File: src/rtl/exfs_pkg.sv
package exfs_pkg;
  localparam int LW = 32;
  localparam int WW = 16;
  localparam int SR_T = 15;
  localparam int SR_S = 13;
  localparam int SR_M = 12;
  localparam int SR_IHI = 10;
  localparam int SR_ILO = 8;

  typedef enum logic [2:0] {PS_NONE, PS_CURPC, PS_FAULT, PS_FMTVEC, PS_RETPC, PS_SR} pushSel_e;
  typedef enum logic [2:0] {RS_NONE, RS_SR, RS_PC, RS_FMT, RS_VEC} readSel_e;

  typedef struct packed {
    logic       capture;
    pushSel_e   pushSel;
    readSel_e   readSel;
    logic       clrMaster;
    logic       commitRet;
    logic       commitThrow;
    logic [3:0] fmtCode;
  } strobe_t;
endpackage

File: src/rtl/exfs_datapath.sv
module exfs_datapath
  import exfs_pkg::*;
#(
  parameter int VEC_W = 8,
  parameter logic [WW-1:0] SR_RST = 16'h2700,
  parameter bit SP_ALIGN = 1'b1
) (
  input  logic          clk,
  input  logic          rstN,
  input  strobe_t       stb,
  input  logic          memAck,
  input  logic          isHw,
  input  logic [WW-1:0] oldSr,
  input  logic [2:0]    pendLevel,
  input  logic [VEC_W-1:0] vecNum,
  input  logic [LW-1:0] retPc,
  input  logic [LW-1:0] curPc,
  input  logic [LW-1:0] faultAddr,
  input  logic [LW-1:0] vbr,
  input  logic          spWrEn,
  input  logic [1:0]    spWrSel,
  input  logic [LW-1:0] spWrData,
  input  logic [LW-1:0] memRData,
  output logic [LW-1:0] memAddr,
  output logic [LW-1:0] memWData,
  output logic          memWe,
  output logic          memLong,
  output logic [3:0]    fmtRd,
  output logic [WW-1:0] srOut,
  output logic [LW-1:0] pcOut,
  output logic [LW-1:0] spOut
);
  localparam logic [LW-1:0] ALIGN_MASK = {{(LW-1){1'b1}}, ~SP_ALIGN};

  logic [WW-1:0] srQ, frameSrQ, tmpSrQ, newSr;
  logic [LW-1:0] pcQ, tmpPcQ, retPcQ, curPcQ, faultQ;
  logic [VEC_W-1:0] vecQ;
  logic [3:0] fmtQ;
  logic [LW-1:0] spBank [3];
  logic [1:0] curIdx, newIdx;
  logic [LW-1:0] spAct, skipBytes, stepBytes;
  logic pushing, reading;

  function automatic logic [1:0] actIdx(input logic [WW-1:0] s);
    return s[SR_S] ? (s[SR_M] ? 2'd2 : 2'd1) : 2'd0;
  endfunction

  always_comb begin
    newSr = oldSr;
    newSr[SR_S] = 1'b1;
    newSr[SR_T] = 1'b0;
    if (isHw) newSr[SR_IHI:SR_ILO] = pendLevel;
  end

  assign curIdx  = actIdx(srQ);
  assign newIdx  = actIdx(newSr);
  assign spAct   = spBank[curIdx];
  assign pushing = (stb.pushSel != PS_NONE);
  assign reading = (stb.readSel != RS_NONE);

  always_comb begin
    memLong  = 1'b1;
    memWData = '0;
    unique case (stb.pushSel)
      PS_CURPC:  memWData = curPcQ;
      PS_FAULT:  memWData = faultQ;
      PS_RETPC:  memWData = retPcQ;
      PS_FMTVEC: begin memLong = 1'b0; memWData = {16'h0, stb.fmtCode, 12'({vecQ, 2'b00})}; end
      PS_SR:     begin memLong = 1'b0; memWData = {16'h0, frameSrQ}; end
      default:   memLong = !(stb.readSel == RS_SR || stb.readSel == RS_FMT);
    endcase
    stepBytes = memLong ? LW'(4) : LW'(2);
    if (pushing) memAddr = spAct - stepBytes;
    else if (stb.readSel == RS_VEC) memAddr = vbr + LW'({vecQ, 2'b00});
    else memAddr = spAct;
  end
  assign memWe = pushing;

  always_comb begin
    unique case (fmtQ)
      4'd2, 4'd3: skipBytes = LW'(4);
      4'd4:       skipBytes = LW'(8);
      4'd7:       skipBytes = LW'(52);
      default:    skipBytes = '0;
    endcase
  end

  always_ff @(posedge clk) begin
    if (!rstN) begin
      srQ <= SR_RST; pcQ <= '0; frameSrQ <= '0; tmpSrQ <= '0; tmpPcQ <= '0;
      retPcQ <= '0; curPcQ <= '0; faultQ <= '0; vecQ <= '0; fmtQ <= '0;
      for (int i = 0; i < 3; i++) spBank[i] <= '0;
    end else begin
      if (spWrEn && spWrSel != 2'd3) spBank[spWrSel] <= spWrData;
      if (stb.capture) begin
        srQ <= newSr; frameSrQ <= oldSr; retPcQ <= retPc; curPcQ <= curPc;
        faultQ <= faultAddr; vecQ <= vecNum;
        spBank[newIdx] <= spBank[newIdx] & ALIGN_MASK;
      end
      if (stb.clrMaster) begin
        frameSrQ <= srQ;
        srQ[SR_M] <= 1'b0;
        spBank[1] <= spBank[1] & ALIGN_MASK;
      end
      if (memAck && pushing) spBank[curIdx] <= memAddr;
      if (memAck && reading) begin
        unique case (stb.readSel)
          RS_SR:  begin tmpSrQ <= memRData[WW-1:0]; spBank[curIdx] <= spAct + LW'(2); end
          RS_PC:  begin tmpPcQ <= memRData; spBank[curIdx] <= spAct + LW'(4); end
          RS_FMT: begin fmtQ <= memRData[15:12]; spBank[curIdx] <= spAct + LW'(2); end
          default: pcQ <= memRData;
        endcase
      end
      if (stb.commitRet) begin
        spBank[curIdx] <= spAct + skipBytes;
        srQ <= tmpSrQ;
        pcQ <= tmpPcQ;
      end
      if (stb.commitThrow) srQ <= tmpSrQ;
    end
  end

  assign fmtRd = fmtQ;
  assign srOut = srQ;
  assign pcOut = pcQ;
  assign spOut = spAct;

  AST_ENTRY_SUPER: assert property (@(posedge clk) disable iff (!rstN)
    stb.capture |=> (srOut[SR_S] && !srOut[SR_T]));
  AST_PUSH_DECR: assert property (@(posedge clk) disable iff (!rstN)
    (pushing && memAck && !spWrEn) |=> (spOut == $past(memAddr)));
  AST_PUSH_EVEN: assert property (@(posedge clk) disable iff (!rstN)
    (SP_ALIGN && pushing) |-> !memAddr[0]);
  AST_ADDR_HOLD: assert property (@(posedge clk) disable iff (!rstN)
    ((pushing || reading) && !memAck && !spWrEn) |=> $stable(memAddr));
endmodule

File: src/rtl/exfs_ctrl.sv
module exfs_ctrl
  import exfs_pkg::*;
(
  input  logic       clk,
  input  logic       rstN,
  input  logic       startEntry,
  input  logic       startReturn,
  input  logic       isHw,
  input  logic       oldSrM,
  input  logic [3:0] entryFmt,
  input  logic       memAck,
  input  logic [3:0] fmtRd,
  output strobe_t    stb,
  output logic       memReq,
  output logic       busy,
  output logic       done
);
  typedef enum logic [3:0] {
    ST_IDLE, ST_P_CURPC, ST_P_FAULT, ST_P_FMTVEC, ST_P_RETPC, ST_P_SR,
    ST_SWITCH, ST_VEC, ST_R_SR, ST_R_PC, ST_R_FMT, ST_R_DEC
  } state_e;

  state_e state;
  logic [3:0] fmtQ;
  logic twoQ, doneQ;
  logic [3:0] firstFmt;

  assign firstFmt = isHw ? 4'd0 : entryFmt;

  always_comb begin
    stb = '0;
    stb.fmtCode = fmtQ;
    unique case (state)
      ST_IDLE:     stb.capture = startEntry;
      ST_P_CURPC:  stb.pushSel = PS_CURPC;
      ST_P_FAULT:  stb.pushSel = PS_FAULT;
      ST_P_FMTVEC: stb.pushSel = PS_FMTVEC;
      ST_P_RETPC:  stb.pushSel = PS_RETPC;
      ST_P_SR:     stb.pushSel = PS_SR;
      ST_SWITCH:   stb.clrMaster = 1'b1;
      ST_VEC:      stb.readSel = RS_VEC;
      ST_R_SR:     stb.readSel = RS_SR;
      ST_R_PC:     stb.readSel = RS_PC;
      ST_R_FMT:    stb.readSel = RS_FMT;
      ST_R_DEC: begin
        stb.commitThrow = (fmtRd == 4'd1);
        stb.commitRet   = (fmtRd != 4'd1);
      end
      default: ;
    endcase
  end

  assign memReq = (stb.pushSel != PS_NONE) || (stb.readSel != RS_NONE);
  assign busy   = (state != ST_IDLE);
  assign done   = doneQ;

  always_ff @(posedge clk) begin
    if (!rstN) begin
      state <= ST_IDLE; fmtQ <= '0; twoQ <= 1'b0; doneQ <= 1'b0;
    end else begin
      doneQ <= 1'b0;
      unique case (state)
        ST_IDLE:
          if (startEntry) begin
            fmtQ <= firstFmt;
            twoQ <= isHw && oldSrM;
            if (firstFmt == 4'd4) state <= ST_P_CURPC;
            else if (firstFmt == 4'd2 || firstFmt == 4'd3) state <= ST_P_FAULT;
            else state <= ST_P_FMTVEC;
          end else if (startReturn) state <= ST_R_SR;
        ST_P_CURPC:  if (memAck) state <= ST_P_FAULT;
        ST_P_FAULT:  if (memAck) state <= ST_P_FMTVEC;
        ST_P_FMTVEC: if (memAck) state <= ST_P_RETPC;
        ST_P_RETPC:  if (memAck) state <= ST_P_SR;
        ST_P_SR:     if (memAck) state <= twoQ ? ST_SWITCH : ST_VEC;
        ST_SWITCH: begin twoQ <= 1'b0; fmtQ <= 4'd1; state <= ST_P_FMTVEC; end
        ST_VEC:      if (memAck) begin state <= ST_IDLE; doneQ <= 1'b1; end
        ST_R_SR:     if (memAck) state <= ST_R_PC;
        ST_R_PC:     if (memAck) state <= ST_R_FMT;
        ST_R_FMT:    if (memAck) state <= ST_R_DEC;
        ST_R_DEC:
          if (fmtRd == 4'd1) state <= ST_R_SR;
          else begin state <= ST_IDLE; doneQ <= 1'b1; end
        default: state <= ST_IDLE;
      endcase
    end
  end

  AST_DONE_PULSE: assert property (@(posedge clk) disable iff (!rstN)
    done |=> !done);
  AST_REQ_IN_BUSY: assert property (@(posedge clk) disable iff (!rstN)
    memReq |-> busy);
  AST_REQ_HELD: assert property (@(posedge clk) disable iff (!rstN)
    (memReq && !memAck) |=> memReq);
endmodule

File: src/rtl/exc_frame_seq.sv
module exc_frame_seq
  import exfs_pkg::*;
#(
  parameter int VEC_W = 8,
  parameter logic [15:0] SR_RST = 16'h2700,
  parameter bit SP_ALIGN = 1'b1
) (
  input  logic             clk,
  input  logic             rstN,
  input  logic             startEntry,
  input  logic             startReturn,
  input  logic             isHw,
  input  logic [3:0]       entryFmt,
  input  logic [VEC_W-1:0] vecNum,
  input  logic [15:0]      oldSr,
  input  logic [2:0]       pendLevel,
  input  logic [31:0]      retPc,
  input  logic [31:0]      curPc,
  input  logic [31:0]      faultAddr,
  input  logic [31:0]      vbr,
  input  logic             spWrEn,
  input  logic [1:0]       spWrSel,
  input  logic [31:0]      spWrData,
  output logic             memReq,
  output logic             memWe,
  output logic             memLong,
  output logic [31:0]      memAddr,
  output logic [31:0]      memWData,
  input  logic [31:0]      memRData,
  input  logic             memAck,
  output logic             busy,
  output logic             done,
  output logic [15:0]      srOut,
  output logic [31:0]      pcOut,
  output logic [31:0]      spOut
);
  strobe_t stb;
  logic ackQual;
  logic [3:0] fmtRd;

  assign ackQual = memAck && memReq;

  exfs_ctrl u_ctrl (
    .clk(clk), .rstN(rstN), .startEntry(startEntry), .startReturn(startReturn),
    .isHw(isHw), .oldSrM(oldSr[SR_M]), .entryFmt(entryFmt), .memAck(ackQual),
    .fmtRd(fmtRd), .stb(stb), .memReq(memReq), .busy(busy), .done(done)
  );

  exfs_datapath #(.VEC_W(VEC_W), .SR_RST(SR_RST), .SP_ALIGN(SP_ALIGN)) u_dp (
    .clk(clk), .rstN(rstN), .stb(stb), .memAck(ackQual), .isHw(isHw),
    .oldSr(oldSr), .pendLevel(pendLevel), .vecNum(vecNum), .retPc(retPc),
    .curPc(curPc), .faultAddr(faultAddr), .vbr(vbr), .spWrEn(spWrEn),
    .spWrSel(spWrSel), .spWrData(spWrData), .memRData(memRData),
    .memAddr(memAddr), .memWData(memWData), .memWe(memWe), .memLong(memLong),
    .fmtRd(fmtRd), .srOut(srOut), .pcOut(pcOut), .spOut(spOut)
  );
endmodule

File: config.mk
export PLATFORM = sky130hd
export DESIGN_NAME = exc_frame_seq
export DESIGN_NICKNAME = d
export VERILOG_FILES = /design/src/rtl/exfs_pkg.sv /design/src/rtl/exfs_datapath.sv /design/src/rtl/exfs_ctrl.sv /design/src/rtl/exc_frame_seq.sv
export SDC_FILE = /design/constraint.sdc
export NUM_CORES = 1
export LEC_CHECK = 0
export ABC_CLOCK_PERIOD_IN_PS = 6440
export CORE_ASPECT_RATIO = 1.5
export CORE_MARGIN = 1
export CORE_UTILIZATION = 35
export DETAILED_ROUTE_END_ITERATION = 10
export PLACE_DENSITY = 0.66
export SETUP_SLACK_MARGIN = 0.2
export SYNTH_ARGS = -nofsm -noshare
export SYNTH_HDL_FRONTEND = slang
export SYNTH_SLANG_ARGS = --single-unit
export TNS_END_PERCENT = 50
File: constraint.sdc
create_clock -name clk -period 6.44 [get_ports clk]
set_input_delay 1.288 -clock clk [delete_from_list [all_inputs] [get_ports clk]]
set_output_delay 1.288 -clock clk [all_outputs]
set_load 0.02 [all_outputs]
* After elaboration in Yosys (flattened, before gate mapping)
Memories as Yosys holds them, arrays and structs flattened.
Index checks and enable logic that the tools add are counted.
** Word-level totals
- Flip-flop bits (word level) :: 230
- Latch bits :: 0
- RAM bits :: 96
- Bits in read-only memories :: 0
- Bits of input ports :: 232
- Output and inout port bits :: 149
- Memories :: 1
** Memory list
- u_dp.spBank :: depth 3, bits a word 32, read ports 1, clocked after memory_dff 0, write ports 3, line exfs_datapath.sv:39 : logic [LW-1:0] spBank [3];
** Cells by class
- $add $sub $neg :: 5
- Multipliers :: 0
- Divide/modulo/power cells :: 0
- Order comparisons :: 0
- Equality and inequality tests :: 46
- Shift operators :: 0
- Mux-type cells :: 91
- Bitwise gates (word level) :: 12
- Reduce and logical (&&, ||, !) cells :: 33
** Operator list (count)
- 32-bit 2-to-1 mux :: 12
- 32-bit one-hot mux with 5 select lines :: 1
- 32-bit OR reduction :: 3
- 16-bit 2-to-1 mux :: 5
- 4-bit 2-to-1 mux :: 15
- 4-bit one-hot mux with 12 select lines :: 1
- 1-bit 2-to-1 mux :: 38
- 32-bit by 10-bit adder with 32-bit output :: 1
- 32-bit by 2-bit adder with 32-bit output, second input constant :: 1
- 32-bit by 3-bit adder with 32-bit output, second input constant :: 1
- 32-bit by 6-bit adder with 32-bit output :: 1
- 32-bit subtractor :: 1
- 31-bit 2-to-1 mux :: 1
- 4-bit by 3-bit equality test with 1-bit output, second input constant :: 7
- 4-bit by 2-bit equality test with 1-bit output, second input constant :: 6
- 2-bit by 1-bit inequality test with 1-bit output, second input constant :: 10
- 2-bit 2-to-1 mux :: 9
- 6-bit one-hot mux with 3 select lines :: 1
- 4-bit equality test, second input constant :: 4
- 3-bit one-hot mux with 5 select lines :: 1
- 2-bit AND reduction :: 7
- 3-bit by 2-bit equality test with 1-bit output, second input constant :: 4
- 3-bit one-hot mux with 4 select lines :: 1
- 10-bit AND reduction :: 1
- other kinds (24) :: 55

* Longest topological paths before layout
- Depth after elaboration :: 15
- Depth in mapped cells :: 20
- Depth with buffers taken out :: 14

* By module
A second synthesis with hierarchy kept.
** Second synthesis, totals
- Cells, all modules :: 2344
- Area total of the unflattened synthesis :: 20021.7 um^2
** Modules (own cells, without submodules)
- exfs_datapath :: instances 1, cells each 2252, area each 19332.3 um^2, sequential area each 7287.0 um^2
- exfs_ctrl :: instances 1, cells each 91, area each 683.2 um^2, sequential area each 200.2 um^2
- exc_frame_seq :: instances 1, cells each 1, area each 6.3 um^2, sequential area each 0.0 um^2

* Least setup slack after synthesis
Ideal clock, no wire load.
- Path type :: reg2out
- Start :: register u_dp.srQ[13] (netlist: u_dp.srOut[13])
- End :: output port memAddr[24]
- Arrival :: 4.098 ns
- Data required time :: 5.152 ns
- Slack :: 1.054 ns
- Cell stages (with the launch flop) :: 17
- Path buffers :: 7
- Path through :: dfxtp_1 buf_4 buf_6 buf_6 buf_6 buf_2 buf_2 nor2_1 a21o_1 inv_1 ha_1 a21oi_1 or4b_4 buf_6 nor3_1 a211oi_1 nor4b_1
** On the way
- Word-level cells in the longest chain between the ends :: 4
- Elaborated cells between the ends (all ways) :: 5
- Those cells by class :: add/sub (1); mux (3); memory (1)
** Ends and longest elaborated chain
- from (decl) :: line exfs_datapath.sv:35 : logic [WW-1:0] srQ, frameSrQ, tmpSrQ, newSr;
- from (signal assigned) :: line exfs_datapath.sv:96 : srQ <= newSr; frameSrQ <= oldSr; retPcQ <= retPc; curPcQ <= curPc;
- from (signal assigned) :: line exfs_datapath.sv:116 : srQ <= tmpSrQ;
- from (signal assigned) :: line exfs_datapath.sv:119 : if (stb.commitThrow) srQ <= tmpSrQ;
- 2-bit 2-to-1 mux :: line exfs_datapath.sv:45 : return s[SR_S] ? (s[SR_M] ? 2'd2 : 2'd1) : 2'd0;
- memory read 3 x 32 bit
- named net spOut[2] :: line exc_frame_seq.sv:35 : output logic [31:0] spOut
- 32-bit subtractor :: line exfs_datapath.sv:73 : if (pushing) memAddr = spAct - stepBytes;
- 32-bit 2-to-1 mux :: line exfs_datapath.sv:73
- to (decl) :: line exc_frame_seq.sv:27 : output logic [31:0] memAddr,
The timed path passes the listed nets, and every way through them passes these cells.

* Final worst setup path
- Start :: register u_dp.srQ[13] (netlist: u_dp.srOut[13])
- End :: output port memAddr[26]
** On the way
- Word-level cells in the longest chain between the ends :: 4
- Elaborated cells between the ends (all ways) :: 5
- Those cells by class :: add/sub (1); mux (3); memory (1)
** Ends and longest elaborated chain (line)
- 2-bit 2-to-1 mux (*) :: exfs_datapath.sv:45
- memory read 3 x 32 bit (*)
- 32-bit subtractor or 32-bit 2-to-1 mux (tied branches) :: exfs_datapath.sv:73, exfs_datapath.sv:74
- 32-bit 2-to-1 mux (*) :: exfs_datapath.sv:73
Every way passes the cells marked *; elsewhere a longest branch is shown, timed or not.

==> impl_metrics.ini <==
[floorplanning]
boundaryPins = 381
die_area_sq_um = 57000
die_h_um = 292
initial_core_util_pct = 35.6
rows = 105
die_width_um = 195
coreArea_sq_um = 55000

[sta]
maxSlewViolCount = 0
worst_pin_slew_ps = 1200
rsz0062_at_grt = true
setup_viol = 0
final.min_clock_period_ps = 6170
fmax_ghz = 0.162
fin_tns_setup_ps = 0
clock_skew_ps = 24.2
hold_violations = 0
min_period_over_period_pct = 95.8
slew_headroom_pct = 19.9

[cts]
clock-root-buffer = clkbuf_16
path_clk_slew_ps = 60
cts_buffer_depth = 3
cts_tree = done
cts.sinks = 326
ctsHoldBuffers = 0
post_cts_buffers = 0
htreeDepth = 1
clk_latency_ps = 610
cts_buffers = 31

[route]
met3WireLength_mm = 7.93
wl_met1_mm = 33.8
wl_met2_mm = 42.1
ant_nets = 0
dr.first_iter.drc_count = 1984
drt-vias-per-instance = 5.96
drc_errors = 0
highest_layer = met5
num_vias = 20700
dr.pass1.iters = 6
drt-total-wl_mm = 90.2
wl_per_cell_um = 26.0

[logic_synthesis]
synth_xor_area_share_pct = 3.21
synth_top_family_by_area = compound AO/OA/AOI/OAI gates
avgSynthCellArea_sq_um = 8.11
async_flop_share_pct = 0
synth_top_area_share_pct = 23.5
synth_area_leaders = dfxtp_1, edfxtp_1, nand2_1
synth_edf_count = 96
synth_compound_area_share_pct = 25.7
synthFlopType = dfxtp_1
yosys_warnings = 0
synthesis.area_sq_um = 19600
synth_area_leader_cell = dfxtp_1
synthSimpleGateAreaFrac_pct = 22.6
synthAdderAreaFrac_pct = 1.33
syn-num-nets = 2671
synth_seq_area_share_pct = 38.2
synth_seq_cells = 326
synthCells = 2420
synth.distinct_cells = 95
synthMuxAreaShare_pct = 3.65

[power_and_ir_drop]
p_leak_nw = 9.46
clock_power_share_pct = 19.8
intPower_mw = 5.10
p_seq_share_pct = 29.0
powerDensity_nw_per_um2 = 363
pwr-share-comb_pct = 51.2
switching_power_mw = 4.13
netSwitchingFraction_pct = 44.7
peakVddDrop_mv = 0.247

[setup_path]
end_kind = output port
path_class = flip-flop to output port
cpPeakStageDelay_ps = 700
slowest_stage = dfxtp_2
cp_max_fo = 19
path_cells = nor2_1 -> a21o_1 -> inv_1 -> ha_1 -> a21oi_1 -> or4b_4 -> or2_1 -> o31a_1 -> o21ai_1 -> o31ai_1 -> clkdlybuf4s50_1
crit_arrival_ps = 4880
critPathLaunchType = flip-flop
cp.required_ps = 5150

[run_status]
status = completed

[grt]
grt-ovfl-total = 0
grt_max_degree = 94
grt_pass1_vias = 20300
antenna_found_initial = 9
grt.total_usage_pct = 30.7
grt_pass1_wl_mm = 132

[cells_and_area]
layout.nets = 2998
layout-drive-gt1-share_pct = 7.65
synthToLayoutAreaGrowth_pct = 29.5
mostFrequentLayoutCell = nand2_1
final_cell_mix = nand2_1, clkdlybuf4s50_1, dfxtp_1, a21boi_0, nor2_1
final_cells = 3473

[place]
io_buffers = 380
place_congestion = 1.01
dp_cells = 3409
dp_hpwl_mm = 67.5

[hold_path]
hold_class = flip-flop to flip-flop

[job]
maxCapViolations = 0
final cells by class:
| cell class | count | area [sq um] |
|---|---|---|
| clock inverter | 9 | 96.3 |
| tap | 695 | 870 |
| antenna | 7 | 17.5 |
| inverter | 54 | 205 |
| multi-input combinational | 1849 | 11200 |
| clock buffer | 48 | 903 |
| sequential | 326 | 7490 |
| fill | 5403 | 29600 |
| timing repair buffer | 485 | 4660 |
synthesized netlist by cell type, types with 44 or more instances:
cell type	number
a21o_1	44
edfxtp_1	96
nand2_1	509
dfxtp_1	230
a22oi_1	59
nand3_1	107
xnor2_1	59
mux2i_1	69
clkbuf_1	162
a21boi_0	182
o21ai_0	116
nor3_1	61
nor2_1	144
a21oi_1	77
critical path: cells and delay by family (launching register included):
family / cells / cell delay, ps
AO/OA/AOI/OAI: 5 / 1300
AND/OR/NAND/NOR: 3 / 1030
buffers and inverters: 2 / 910
flip-flops: 1 / 700
adder cells (fa/ha/maj): 1 / 320
flip-flops by register name, indices dropped and copies added, names as in the netlist:
name,flops
u_dp.spBank,96
u_dp.curPcQ,32
u_dp.faultQ,32
u_dp.pcOut,32
u_dp.retPcQ,32
u_dp.tmpPcQ,32
u_dp.frameSrQ,16
u_dp.srOut,16
u_dp.tmpSrQ,16
u_dp.vecQ,8
u_ctrl.fmtQ,4
u_ctrl.state,4
u_dp.fmtRd,4
u_ctrl.done,1
u_ctrl.twoQ,1
power groups by stage:
stage / Sequential (mW) / Combinational [mW] / Clock [mW]
detailed placement: 2.71 / 4.58 / 0
floorplan: 2.68 / 2.41 / 0
global route: 2.71 / 4.95 / 1.94
global placement: 2.70 / 4.57 / 0
CTS: 2.67 / 4.60 / 1.87
finish: 2.68 / 4.73 / 1.83
metrics by stage:
step | total power, mW | setup slack, ps | util, % | area [sq um] | hold slack, ps
2_1_floorplan | 5.09 | 1050 | - | 19600 | 428
3_3_place_gp | 7.26 | 464 | 44.3 | 24400 | 446
3_5_place_dp | 7.30 | 365 | 44.3 | 24400 | 453
4_1_cts | 9.14 | 204 | 46.1 | 25400 | 462
5_1_grt | 9.60 | 183 | 46.2 | 25400 | 480
6_report | 9.23 | 271 | 46.2 | 25400 | 458
timing repair:
| item | CTS | global route |
|---|---|---|
| endpoints found under the setup margin | 0 | 12 |
| resized for setup | 0 | 5 |
| hold endpoints to repair | 0 | 0 |
worst paths after layout:
kind / start / endpoint / slack [ps] / cells after the start
max: u_dp.srOut[13]$_SDFFE_PN1P_ / memAddr[26] / 270 / 11
min: u_ctrl.twoQ$_SDFFE_PN0P_ / u_ctrl.twoQ$_SDFFE_PN0P_ / 460 / 2
max reg2reg: u_dp.srOut[12]$_SDFFE_PN0P_ / u_dp.spBank[1][29]$_DFFE_PP_ / 1510 / 15
min reg2reg: u_ctrl.twoQ$_SDFFE_PN0P_ / u_ctrl.twoQ$_SDFFE_PN0P_ / 460 / 2
cell families (layout without fill, tap and decap cells):
| group | after synthesis | in the layout |
|---|---|---|
| xor+xnor | 72 | 72 |
| mux | 71 | 71 |
| compound gates | 707 | 707 |
| simple gates | 980 | 980 |
| other cells | 0 | 7 |
| fa+ha+maj | 19 | 19 |
| buf+inv | 245 | 596 |
| flops | 326 | 326 |
routing by layer:
| metal | vias up | track usage (%) |
|---|---|---|
| li1 | 9394 | - |
| met1 | 9878 | 36.0 |
| met2 | 1141 | 51.0 |
| met3 | 283 | 6.24 |
| met4 | 2 | 19.7 |
| met5 | - | 0 |
Note: power is estimated with default switching activity, not from simulation.
